==> src/rtl/oneshot_dma.sv <==
module oneshot_dma #(
  parameter int AW = 20,
  parameter int DW = 16,
  parameter int CW = 8
) (
  input  logic          clk,
  input  logic          rst_n,
  input  logic          reg_wr,
  input  logic [2:0]    reg_sel,
  input  logic [AW-1:0] reg_wdata,
  output logic [AW-1:0] reg_rdata,
  input  logic          hw_req,
  output logic [AW-1:0] mem_addr,
  output logic          mem_rd,
  output logic          mem_wr,
  output logic          mem_wide,
  output logic [DW-1:0] mem_wdata,
  input  logic [DW-1:0] mem_rdata,
  output logic          irq
);
  localparam int HB = DW / 2;

  typedef enum logic [1:0] {S_IDLE, S_RD, S_LAT, S_WR} state_t;
  state_t state;

  logic          en_q, req_q, irq_q, sw_q, wide_q, first_q;
  logic [1:0]    mode_q;
  logic [AW-1:0] src_q, dst_q, wp_q;
  logic [CW-1:0] reload_q, cnt_q;
  logic [DW-1:0] data_q;

  wire inc_src = (mode_q == 2'd0);
  wire inc_dst = (mode_q == 2'd1);
  wire accept  = (state == S_IDLE) && en_q && req_q;
  wire [AW-1:0] step     = wide_q ? AW'(2) : AW'(1);
  wire [AW-1:0] src_addr = inc_src ? wp_q : src_q;
  wire [AW-1:0] dst_addr = inc_dst ? wp_q : dst_q;
  wire ctrl_wr = reg_wr && (reg_sel == 3'd0);

  assign mem_rd    = (state == S_RD);
  assign mem_wr    = (state == S_WR);
  assign mem_addr  = mem_wr ? dst_addr : src_addr;
  assign mem_wide  = wide_q;
  assign mem_wdata = wide_q ? data_q : {{(DW-HB){1'b0}}, data_q[HB-1:0]};
  assign irq       = irq_q;

  always_comb begin
    case (reg_sel)
      3'd0:    reg_rdata = {{(AW-7){1'b0}}, wide_q, mode_q, sw_q, irq_q, req_q, en_q};
      3'd1:    reg_rdata = src_q;
      3'd2:    reg_rdata = dst_q;
      3'd3:    reg_rdata = {{(AW-CW){1'b0}}, reload_q};
      3'd4:    reg_rdata = wp_q;
      3'd5:    reg_rdata = {{(AW-CW){1'b0}}, cnt_q};
      default: reg_rdata = '0;
    endcase
  end

  always_ff @(posedge clk or negedge rst_n) begin
    if (!rst_n) begin
      state    <= S_IDLE;
      en_q     <= 1'b0;
      req_q    <= 1'b0;
      irq_q    <= 1'b0;
      sw_q     <= 1'b0;
      wide_q   <= 1'b0;
      first_q  <= 1'b0;
      mode_q   <= 2'd0;
      src_q    <= '0;
      dst_q    <= '0;
      wp_q     <= '0;
      reload_q <= '0;
      cnt_q    <= '0;
      data_q   <= '0;
    end else begin
      case (state)
        S_IDLE: if (accept) begin
          state <= S_RD;
          if (first_q) begin
            cnt_q   <= reload_q;
            wp_q    <= inc_dst ? dst_q : src_q;
            first_q <= 1'b0;
          end
        end
        S_RD:  state <= S_LAT;
        S_LAT: begin
          data_q <= mem_rdata;
          state  <= S_WR;
        end
        S_WR: begin
          state <= S_IDLE;
          if (inc_src || inc_dst) wp_q <= wp_q + step;
          if (cnt_q == '0) begin
            cnt_q <= '1;
            en_q  <= 1'b0;
            irq_q <= 1'b1;
          end else begin
            cnt_q <= cnt_q - 1'b1;
          end
        end
        default: state <= S_IDLE;
      endcase

      if (accept) req_q <= 1'b0;
      if (!sw_q && hw_req) req_q <= 1'b1;

      if (ctrl_wr) begin
        en_q   <= reg_wdata[0];
        sw_q   <= reg_wdata[3];
        mode_q <= reg_wdata[5:4];
        wide_q <= reg_wdata[6];
        if (reg_wdata[0] && !en_q) first_q <= 1'b1;
        if (!reg_wdata[1]) req_q <= 1'b0;
        else if (reg_wdata[3]) req_q <= 1'b1;
        if (!reg_wdata[2]) irq_q <= 1'b0;
      end
      if (reg_wr && reg_sel == 3'd1) src_q    <= reg_wdata;
      if (reg_wr && reg_sel == 3'd2) dst_q    <= reg_wdata;
      if (reg_wr && reg_sel == 3'd3) reload_q <= reg_wdata[CW-1:0];
    end
  end
endmodule

==> config.mk <==
export PLATFORM = sky130hd
export DESIGN_NAME = oneshot_dma
export DESIGN_NICKNAME = d
export VERILOG_FILES = /design/src/rtl/oneshot_dma.sv
export SDC_FILE = /design/constraint.sdc
export NUM_CORES = 1
export LEC_CHECK = 0
export ABC_AREA = 1
export BUFFER_PORTS_ARGS = -buffer_cell sky130_fd_sc_hd__buf_4
export CORE_AREA = 4 4 150 116
export DETAILED_ROUTE_END_ITERATION = 8
export DIE_AREA = 0 0 154 120
export GPL_TIMING_DRIVEN = 0
export PLACE_DENSITY = 0.7
export SETUP_SLACK_MARGIN = 0.4
export SLEW_MARGIN = 0
export SYNTH_ARGS = -nofsm -noshare
export SYNTH_HDL_FRONTEND = slang
export SYNTH_SLANG_ARGS = --single-unit
==> constraint.sdc <==
create_clock -name clk -period 3.9 [get_ports clk]
set_input_delay 0.39 -clock clk [delete_from_list [all_inputs] [get_ports clk]]
set_output_delay 0.39 -clock clk [all_outputs]
set_load 0.05 [all_outputs]
==> metrics.md, run 1 <==
| Metric | Value |
|---|---|
| Run status | complete, no violations |
| Crit Path Class | reg2out |
| Largest net degree at the start of global routing | 103 |
| Hold Crit Class | in2reg |
| Critical path's top delay family | buffers and inverters |
| Crit path buffers/inverters | 5 |
| Placer congestion estimate | just under 1 |
| Die area | approximately 0.018 mm2 |
| Worst path arrival time | ~2.5 ns |
| Worst EP required | between 3 and 4 ns |
| Total of max-cap violations | 0 |
| DR vias | 6478 |
| Post-DP Area | around 0.0073 mm2 |
| First-pass GRT wire length | roughly 33000 um |
| FF-to-FF Start | mem_wide |
| Crit path depth | 8 |
| Syn Std Cell Area | approximately 0.0063 mm2 |
| GRT overflow | 0 |
| Final Setup Violations | 0 |
| Slew margin rel. | 0.625 |
| Slowest cell delay on critical path | 0.40 ns |
| CP max stage cell | dfrtp_1 |
| RSZ-0062 raised after global routing | no |
| Final hold violations | 0 |
| CTS buffer count | 9 |
| Adder-Cell Fraction of Synth Area | 0.0211 |
| Antenna fix cells | 0 |
| R2r worst-path depth | 11 |
| RR Endpoint | wp_q[12] |
| Area growth syn-to-layout | 21.7% |
| Max rail drop VDD | about 0.38 mV |
| Post-synthesis simple-gate area fraction | 0.215 |
| Share of layout cells above drive strength 1 | 0.209 |
| TritonCTS clock tree | yes |
| Vias/cell | ~5.5 |
| Syn Nets | roughly 900 |
| R2r setup slk | between 1 and 1.5 ns |
| Post-route cell area | 0.00766 mm2 |
| Synth unique cells | 37 |
| CP endpoint | mem_addr[6] |
| Fill cells | 1564 |
| Final ANT Viol Nets | 0 |
| Clock root cell | clkbuf_16 |
| FF+latch area | 0.00255 mm2 |
| Multi-input gate area | 0.00310 mm2 |
| Avg WL per Cell | between 15 and 20 um |
| Clk Latency, worst-skew pair | 0.36 ns |
| Worst setup SP type | flip-flop |
| Power Density | between 800 and 900 mW/mm2 |
| EDFF count, synth | 0 |
| Cell count after synthesis | 857 |
| Asr flop ratio synth | 1.00 |
| # nets final | 1025 |
| Fin crit period | between 2 and 3 ns |
| F_max | 0.348 GHz |
| Initial Util | 0.397 |
| Slew @ Worst Pin | between 0.5 and 0.6 ns |
| CORE AREA | 0.0159 mm2 |
| Top FF cell, synth | dfrtp_1 |
| Ys Warns | 0 |
| Row Count | 40 |
| Final period utilization | 0.736 |
| Mux cell area share after synthesis | 0.0286 |
| Synthesized flop and latch total | 102 |
| Vias in the first global route | ~5800 |
| Largest family of logic cells by synthesized area | compound AO/OA/AOI/OAI gates |
| Clock slew seen by the registers of the worst setup and hold paths | ~0.080 ns |
| Die width | approximately 150 um |
| Initial drt markers | ~900 |
| DRT Wirelength | around 22000 um |
| Sequential area share after synthesis | 0.405 |
| Ports | about 100 |
| Worst path most repeated cell | buf_2 |
| First-pass DRT Iterations | 6 |
| Post-DP HPWL | 16400 um |
| H-tree level count | 3 |
| Clock sink count | approximately 100 |
| Port bufs | 102 |
| Longest Clk Path Bufs | 2 |
| Setup Skew | ~0.011 ns |
| Initial antenna violation count | 0 |
| Mean Syn Cell Area | roughly 7.3 um2 |
| Critical Path, Cell by Cell | ha_1 -> buf_2 -> inv_2 -> buf_2 -> buf_2 -> o21ai_0 -> o21ai_0 -> buf_4 |
| Leakage dissipation | 3.71 nW |
| DR DRC count | 0 |
| Chip Height | about 120 um |
| Setup TNS | 0 ns |
| Worst setup startpoint | state[0] |
| Synth Area in Compound Gates | 0.224 |
| Critical path endpoint category | output pin |
| Slew Viols, Final | 0 |
| Total track usage | 0.231 |
| Worst Path Max Fanout | 10 |
| XOR/XNOR Fraction of Synth Area | 0.00417 |
layout make-up:
type / count / area share
flip-flops and latches: 102 / 0.333
multi-input cells: 605 / 0.405
clock buffers: 10 / 0.0312
inverters: 98 / 0.0480
well taps: 210 / 0.0343
plain buffers: 52 / 0.0359
repair buffers: 104 / 0.105
clock inverters: 6 / 0.00751
metal layers:
metal  track usage  up-vias  wire [um]
li1              -     3064          -
met1         0.353     3030       9650
met3        0.0609       29       2550
met5             0        -          0
met2         0.326      355       9150
met4        0.0502        0        283
state kept, by name, indices dropped and copies added, names as in the netlist:
register	flops
reload_q	8
data_q	16
state	2
src_q	20
first_q	1
dst_q	20
cnt_q	8
sw_q	1
req_q	1
mem_wide	1
en_q	1
wp_q	20
mode_q	2
irq	1
worst min path at each step:
stage / to / cells past startpoint / startpoint
4_1_cts: data_q[6] / 2 / mem_rdata[6]
5_1_grt: data_q[12] / 2 / mem_rdata[12]
3_5_place_dp: data_q[15] / 1 / data_q[15]
3_3_place_gp: data_q[9] / 1 / data_q[9]
2_1_floorplan: cnt_q[0] / 0 / rst_n
6_report: data_q[6] / 2 / mem_rdata[6]
what timing repair did:
action                    CTS  global route
gates resized for setup     0             0
buffers inserted            0             0
hold endpoints to repair    0             4
hold buffers                0             1
power breakdown:
part | internal [W] | switching (W) | leakage, nW | total, W
clock network | 0.000468 | 0.000451 | 0.148 | 0.000919
registers | 0.00142 | 0.000456 | 1.25 | 0.00188
logic | 0.00118 | 0.00253 | 2.32 | 0.00372
total | 0.00307 | 0.00344 | 3.71 | 0.00651
cells by family after synthesis:
| logic type | count (synthesis) |
|---|---|
| flip-flops | 102 |
| XOR/XNOR | 3 |
| AND/OR/NAND/NOR | 318 |
| multiplexers | 16 |
| adder cells (fa/ha/maj) | 10 |
| AO/OA/AOI/OAI | 258 |
| buffers and inverters | 150 |
synth_stat cells, drive strengths merged, types with 4 or more instances:
master,number,share of area
nand2,217,0.13
o21ai,113,0.090
dfrtp,102,0.41
a21oi,101,0.083
inv,98,0.058
nor2,59,0.041
buf,37,0.035
nand3,35,0.032
mux2,16,0.029
o211ai,16,0.019
clkbuf,15,0.0089
o22ai,11,0.011
a22oi,10,0.012
ha,9,0.018
nand4,4,0.0040
per-stage QoR:
| stage | setup WS, ns | instances | hold slack (ns) | utilization | total power, W |
|---|---|---|---|---|---|
| 3_5_place_dp | 1.24 | 1169 | 0.496 | 0.462 | 0.00553 |
| 3_3_place_gp | 1.26 | 1169 | 0.491 | 0.462 | 0.00549 |
| 2_1_floorplan | 0.912 | 857 | 0.0944 | - | 0.00438 |
| 6_report | 1.03 | 1187 | 0.249 | 0.483 | 0.00651 |
| 4_1_cts | 1.03 | 1185 | 0.242 | 0.480 | 0.00646 |
| 5_1_grt | 0.947 | 1187 | 0.248 | 0.483 | 0.00690 |
layout by cell type, fill, tap and decap left out, types with 3 or more instances in the layout:
cell       count
nand3_2        3
o21ai_0       90
clkbuf_16      9
mux2_2        16
a31oi_1        3
nand4_1        4
nand2_1      207
buf_1          3
inv_1         90
o21ai_1       23
buf_6          3
a22oi_1       10
o211ai_1      16
buf_2         22
xor2_1         3
clkbuf_1      15
a21oi_2        5
buf_4        111
inv_2          8
nand3_1       31
inv_6          3
dfrtp_1      102
ha_1           9
nor2_1        54
o22ai_1       11
nand2_2        9
a21oi_1       96
(Power assumes the default switching activity.)
==> run 2, diff against run 1 <==
==> constraint.sdc (replaced) <==
create_clock -name clk -period 2.9 [get_ports clk]
set_input_delay 0.29 -clock clk [delete_from_list [all_inputs] [get_ports clk]]
set_output_delay 0.29 -clock clk [all_outputs]
set_load 0.05 [all_outputs]
==> metrics.md, run 2 (synthesized netlist as in run 1, its figures left out) <==
| Metric | Value |
|---|---|
| Clk Latency, worst-skew pair | 0.36 ns |
| Fin Hold WS | 0.0411 ns |
| # nets final | approximately 1000 |
| Final Instance Count excl. Fillers | between 1000 and 1500 |
| Total track usage | 0.238 |
| Placer congestion estimate | around 0.96 |
| Setup Skew | about 0.012 ns |
| Vias in the first global route | 5957 |
| Critical path endpoint category | output pin |
| Final hold violations | 0 |
| Clock sink count | 102 |
| Biggest regs | dst_q x20, src_q x20, wp_q x20 |
| Leakage dissipation | around 3.7 nW |
| Die area | between 0.015 and 0.02 mm2 |
| Row Count | 40 |
| Largest net degree at the start of global routing | approximately 100 |
| Dpl cells | 1169 |
| CTS buffer count | 9 |
| Worst Path Max Fanout | 10 |
| Clock slew seen by the registers of the worst setup and hold paths | 0.08 ns |
| Antenna fix cells | 0 |
| Worst EP required | between 2 and 3 ns |
| DR vias | between 6000 and 7000 |
| Max rail drop VDD | just under 0.5 mV |
| Post-DP HPWL | 16900 um |
| Initial drt markers | 1015 |
| Most common cell after layout, fill and taps aside | nand2_1 |
| Longest Clk Path Bufs | 2 |
| RSZ-0062 raised after global routing | no |
| Run status | complete, no violations |
| Ports | 103 |
| Hold Crit Class | in2async |
| Die width | ~150 um |
| H-tree level count | 3 |
| Port bufs | around 100 |
| Worst setup SP type | flip-flop |
| Fin crit period | 2.41 ns |
| Total power | between 0.008 and 0.009 W |
| Slowest cell delay on critical path | about 0.46 ns |
| GRT overflow | 0 |
| Post-route cell area | 0.00775 mm2 |
| Slew @ Worst Pin | 0.924 ns |
| TritonCTS clock tree | yes |
| Setup TNS | 0 ns |
| DR DRC count | 0 |
| Initial Util | 0.397 |
| Final Setup Violations | 0 |
| F_max | between 0.4 and 0.5 GHz |
| First-pass GRT wire length | around 35000 um |
| Chip Height | 120 um |
| Vias/cell | approximately 5.5 |
| Final period utilization | 0.831 |
| Crit Path Class | reg2out |
| Most frequent cells in the layout | nand2_1, buf_4, dfrtp_1, inv_1, o21ai_0 |
| CP max stage cell | dfrtp_1 |
| Area growth syn-to-layout | 23.1% |
| Avg WL per Cell | about 19 um |
| Slew margin rel. | 0.384 |
| Power Density | ~1200 mW/mm2 |
| Share of layout cells above drive strength 1 | 0.235 |
| CORE AREA | around 0.016 mm2 |
| Total of max-cap violations | 0 |
| Post-DP Area | between 0.007 and 0.008 mm2 |
| Slew Viols, Final | 0 |
| Clock root cell | clkbuf_16 |
| Hold-fix buffers at CTS | 0 |
| Initial antenna violation count | 0 |
| Critical Path, Cell by Cell | nor2_1 -> clkbuf_1 -> a21oi_1 -> a21oi_2 -> buf_4 |
| DRT Wirelength | around 22000 um |
| First-pass DRT Iterations | 9 |
| Setup repair bufs after CTS | 0 |
| Final ANT Viol Nets | 0 |
| Worst path arrival time | ~2.1 ns |
run 2: cell types whose count changed in the layout (fill, tap and decap cells not counted), sizes merged:
cell | before | now
dlygate4sd3 | 1 | 0
inv | 103 | 100
buf | 140 | 136
clkinv | 1 | 4
clkbuf | 25 | 28
run 2: what timing repair did:
item / in CTS / in global routing
hold endpoints to repair: 0 / 0
setup endpoints to repair: 26 / 23
gates resized for setup: 8 / 15
pin swaps: 0 / 1
run 2: area by class of cell:
class | instances | area, um2
multi-input combinational | 605 | 3180
clock buffer | 10 | 229
buffer | 52 | 309
tap | 210 | 263
clock inverter | 6 | 67.6
fill | 1575 | 8120
sequential | 102 | 2550
inverter | 98 | 368
timing repair buffer | 102 | 773
run 2: where the power goes:
part           leakage (nW)  internal [W]  switching (W)
logic                  2.34       0.00169        0.00350
clock network         0.143      0.000608       0.000615
registers              1.25       0.00191       0.000626
total                  3.73       0.00421        0.00474
run 2: per-layer routing:
layer | GRT usage | vias up | share of wire
met5 | 0 | - | 0
met4 | 0.0612 | 0 | 0.021
met2 | 0.319 | 339 | 0.41
met1 | 0.373 | 3048 | 0.45
li1 | - | 3052 | -
met3 | 0.0609 | 45 | 0.12
run 2: worst paths after layout:
kind / from / end / slack (ns) / depth (start not counted)
min: rst_n / data_q[14] / 0.04 / 1
min reg2reg: data_q[9] / data_q[9] / 0.51 / 1
max: mode_q[1] / mem_addr[8] / 0.49 / 5
max in group asynchronous: rst_n / mem_wide / 2.22 / 1
max reg2reg: mem_wide / wp_q[6] / 0.53 / 13
min in group clk: mem_rdata[2] / data_q[2] / 0.16 / 2
run 2: critical path, delay by kind of cell (launching register included):
family,cells,cell delay (ns)
AOI/OAI and AO/OA,2,0.42
buffers and inverters,2,0.66
and+or+nand+nor,1,0.23
DFF,1,0.46
run 2: through the flow:
step,setup WS [ns],util
after floorplan,0.385,-
after global placement,0.301,0.466
after detailed placement,0.265,0.466
after CTS,0.360,0.486
after global routing,0.408,0.488
final,0.489,0.488
==> run 3, diff against run 2 <==
--- a/config.mk
+++ b/config.mk
@@ -11,7 +11,7 @@
 export DETAILED_ROUTE_END_ITERATION = 8
 export DIE_AREA = 0 0 154 120
 export GPL_TIMING_DRIVEN = 0
-export PLACE_DENSITY = 0.7
+export PLACE_DENSITY = 0.73
 export SETUP_SLACK_MARGIN = 0.4
 export SLEW_MARGIN = 0
 export SYNTH_ARGS = -nofsm -noshare
==> constraint.sdc (replaced) <==
create_clock -name clk -period 2.2 [get_ports clk]
set_input_delay 0.22 -clock clk [delete_from_list [all_inputs] [get_ports clk]]
set_output_delay 0.22 -clock clk [all_outputs]
set_load 0.05 [all_outputs]
==> metrics.md, run 3 (synthesized netlist as in run 1, its figures left out) <==
| Metric | Value |
|---|---|
| Row Count | 40 |
| First-pass DRT Iterations | 6 |
| Vias in the first global route | between 6000 and 7000 |
| Area growth syn-to-layout | 43.1% |
| CORE AREA | ~0.016 mm2 |
| Placer congestion estimate | ~0.94 |
| CTS buffer count | 9 |
| Most frequent cells in the layout | nand2_1, buf_4, dfrtp_1, inv_1, o21ai_0 |
| Antenna fix cells | 0 |
| Die width | 154 um |
| Port bufs | 102 |
| Total track usage | 0.237 |
| Share of layout cells above drive strength 1 | 0.344 |
| Slew @ Worst Pin | between 0.5 and 0.6 ns |
| Longest Clk Path Bufs | 2 |
| Final Core Density | 0.568 |
| Post-DP HPWL | around 16000 um |
| Fin crit period | 2.09 ns |
| Leakage dissipation | around 4.1 nW |
| CP endpoint | mem_addr[6] |
| Worst setup SP type | flip-flop |
| Vias/cell | around 5.5 |
| Die area | about 0.018 mm2 |
| Power Density | 1550 mW/mm2 |
| DP Worst Slack | -0.0204 ns |
| Slew Viols, Final | 0 |
| Worst setup startpoint | state[0] |
| FF+latch area | roughly 0.0026 mm2 |
| Crit Path Class | reg2out |
| Run status | complete, no violations |
| Most common cell after layout, fill and taps aside | nand2_1 |
| Final Setup Violations | 0 |
| Dpl cells | 1169 |
| R2r setup slk | 0.17 ns |
| H-tree level count | 3 |
| Initial Util | 0.397 |
| # nets final | 1058 |
| F_max | 0.478 GHz |
| RR Endpoint | wp_q[18] |
| RSZ-0062 raised after global routing | yes |
| Worst EP required | 1.98 ns |
| GRT overflow | 0 |
| Ports | ~100 |
| Biggest regs | dst_q x20, src_q x20, wp_q x20 |
| Multi-input gate area | 0.00379 mm2 |
| DR DRC count | 0 |
| Setup Skew | between 0.01 and 0.015 ns |
| Total of max-cap violations | 0 |
| Final setup margin | 0.106 ns |
| Clock root cell | clkbuf_16 |
| Fin Hold WS | around 0.090 ns |
| Worst path arrival time | approximately 1.9 ns |
| Avg WL per Cell | between 15 and 20 um |
| Critical path endpoint category | output pin |
| Chip Height | 120 um |
| TritonCTS clock tree | yes |
| Final Instance Count excl. Fillers | 1220 |
| Hold Crit Class | in2reg |
| Slew margin rel. | 0.634 |
| Initial antenna violation count | 0 |
| FF-to-FF Start | mem_wide |
| Final period utilization | 0.952 |
| Max rail drop VDD | just over 0.6 mV |
| Initial drt markers | ~810 |
| Final hold violations | 0 |
| DR vias | between 6000 and 7000 |
| R2r worst-path depth | 12 |
| Clock slew seen by the registers of the worst setup and hold paths | roughly 0.08 ns |
| Largest net degree at the start of global routing | 103 |
| Fill cells | 1355 |
| Final ANT Viol Nets | 0 |
| Worst Path Max Fanout | 9 |
| First-pass GRT wire length | ~35000 um |
| Clk Latency, worst-skew pair | about 0.36 ns |
| DRT Wirelength | around 23000 um |
| Clock sink count | just over 100 |
-- run 3: cell count changes in the layout (fill, tap and decap cells not counted), sizes merged --
| cell | delta |
|---|---|
| dlygate4sd3 | +1 |
| buf | +31 |
| clkbuf | +4 |
| inv | -2 |
| clkinvlp | +1 |
-- run 3: cell type report --
class	count	area share
Clock buffer	11	0.0258
Multi-Input combinational cell	605	0.421
Timing Repair Buffer	137	0.135
Clock inverter	5	0.00500
Inverter	98	0.0436
Sequential cell	102	0.284
Tap cell	210	0.0292
Buffer	52	0.0567
-- run 3: worst min path at each step --
stage,depth (start not counted),endpoint,start,slack (ns)
3_3_place_gp,2,data_q[9],mem_rdata[9],0.45
2_1_floorplan,0,cnt_q[0],rst_n,-0.08
3_5_place_dp,2,data_q[7],mem_rdata[7],0.46
5_1_grt,2,data_q[5],mem_rdata[5],0.08
6_report,2,data_q[7],mem_rdata[7],0.09
4_1_cts,2,data_q[7],mem_rdata[7],0.08
-- run 3: timing repair --
item	CTS	global route
gates cloned	1	6
hold buffers	0	1
buffers inserted	18	8
pin swaps	10	13
hold endpoints to repair	0	102
endpoints found under the setup margin	38	69
resized for setup	137	83
-- run 3: routing by layer --
layer / vias up / GRT usage / part of all wire
li1: 3116 / - / -
met3: 55 / 0.0627 / 0.12
met5: - / 0 / 0
met2: 405 / 0.334 / 0.43
met1: 3154 / 0.360 / 0.43
met4: 0 / 0.0530 / 0.025
-- run 3: stage by stage --
stage / power (W) / TNS [ns] / cell area, um2
2_1_floorplan: 0.00826 / 0 / 6570
3_3_place_gp: 0.0102 / -0.00483 / 7600
3_5_place_dp: 0.0103 / -0.0204 / 7600
4_1_cts: 0.0130 / 0 / 8550
5_1_grt: 0.0146 / 0 / 9010
6_report: 0.0139 / 0 / 9010
-- run 3: critical path: stages, from the launching register on --
cell and delay, ns:
dfrtp_1 0.41, ha_4 0.17, buf_12 0.15, inv_4 0.05
buf_8 0.12, buf_8 0.12, a21oi_2 0.12, o21ai_2 0.09
o21ai_4 0.09, buf_6 0.18
-- run 3: report_power, final --
group,total (W),leakage (nW),internal [W],switching [W]
clock network,0.00155,0.132,0.000784,0.000763
registers,0.00347,1.24,0.00252,0.000942
logic,0.00893,2.76,0.00351,0.00543
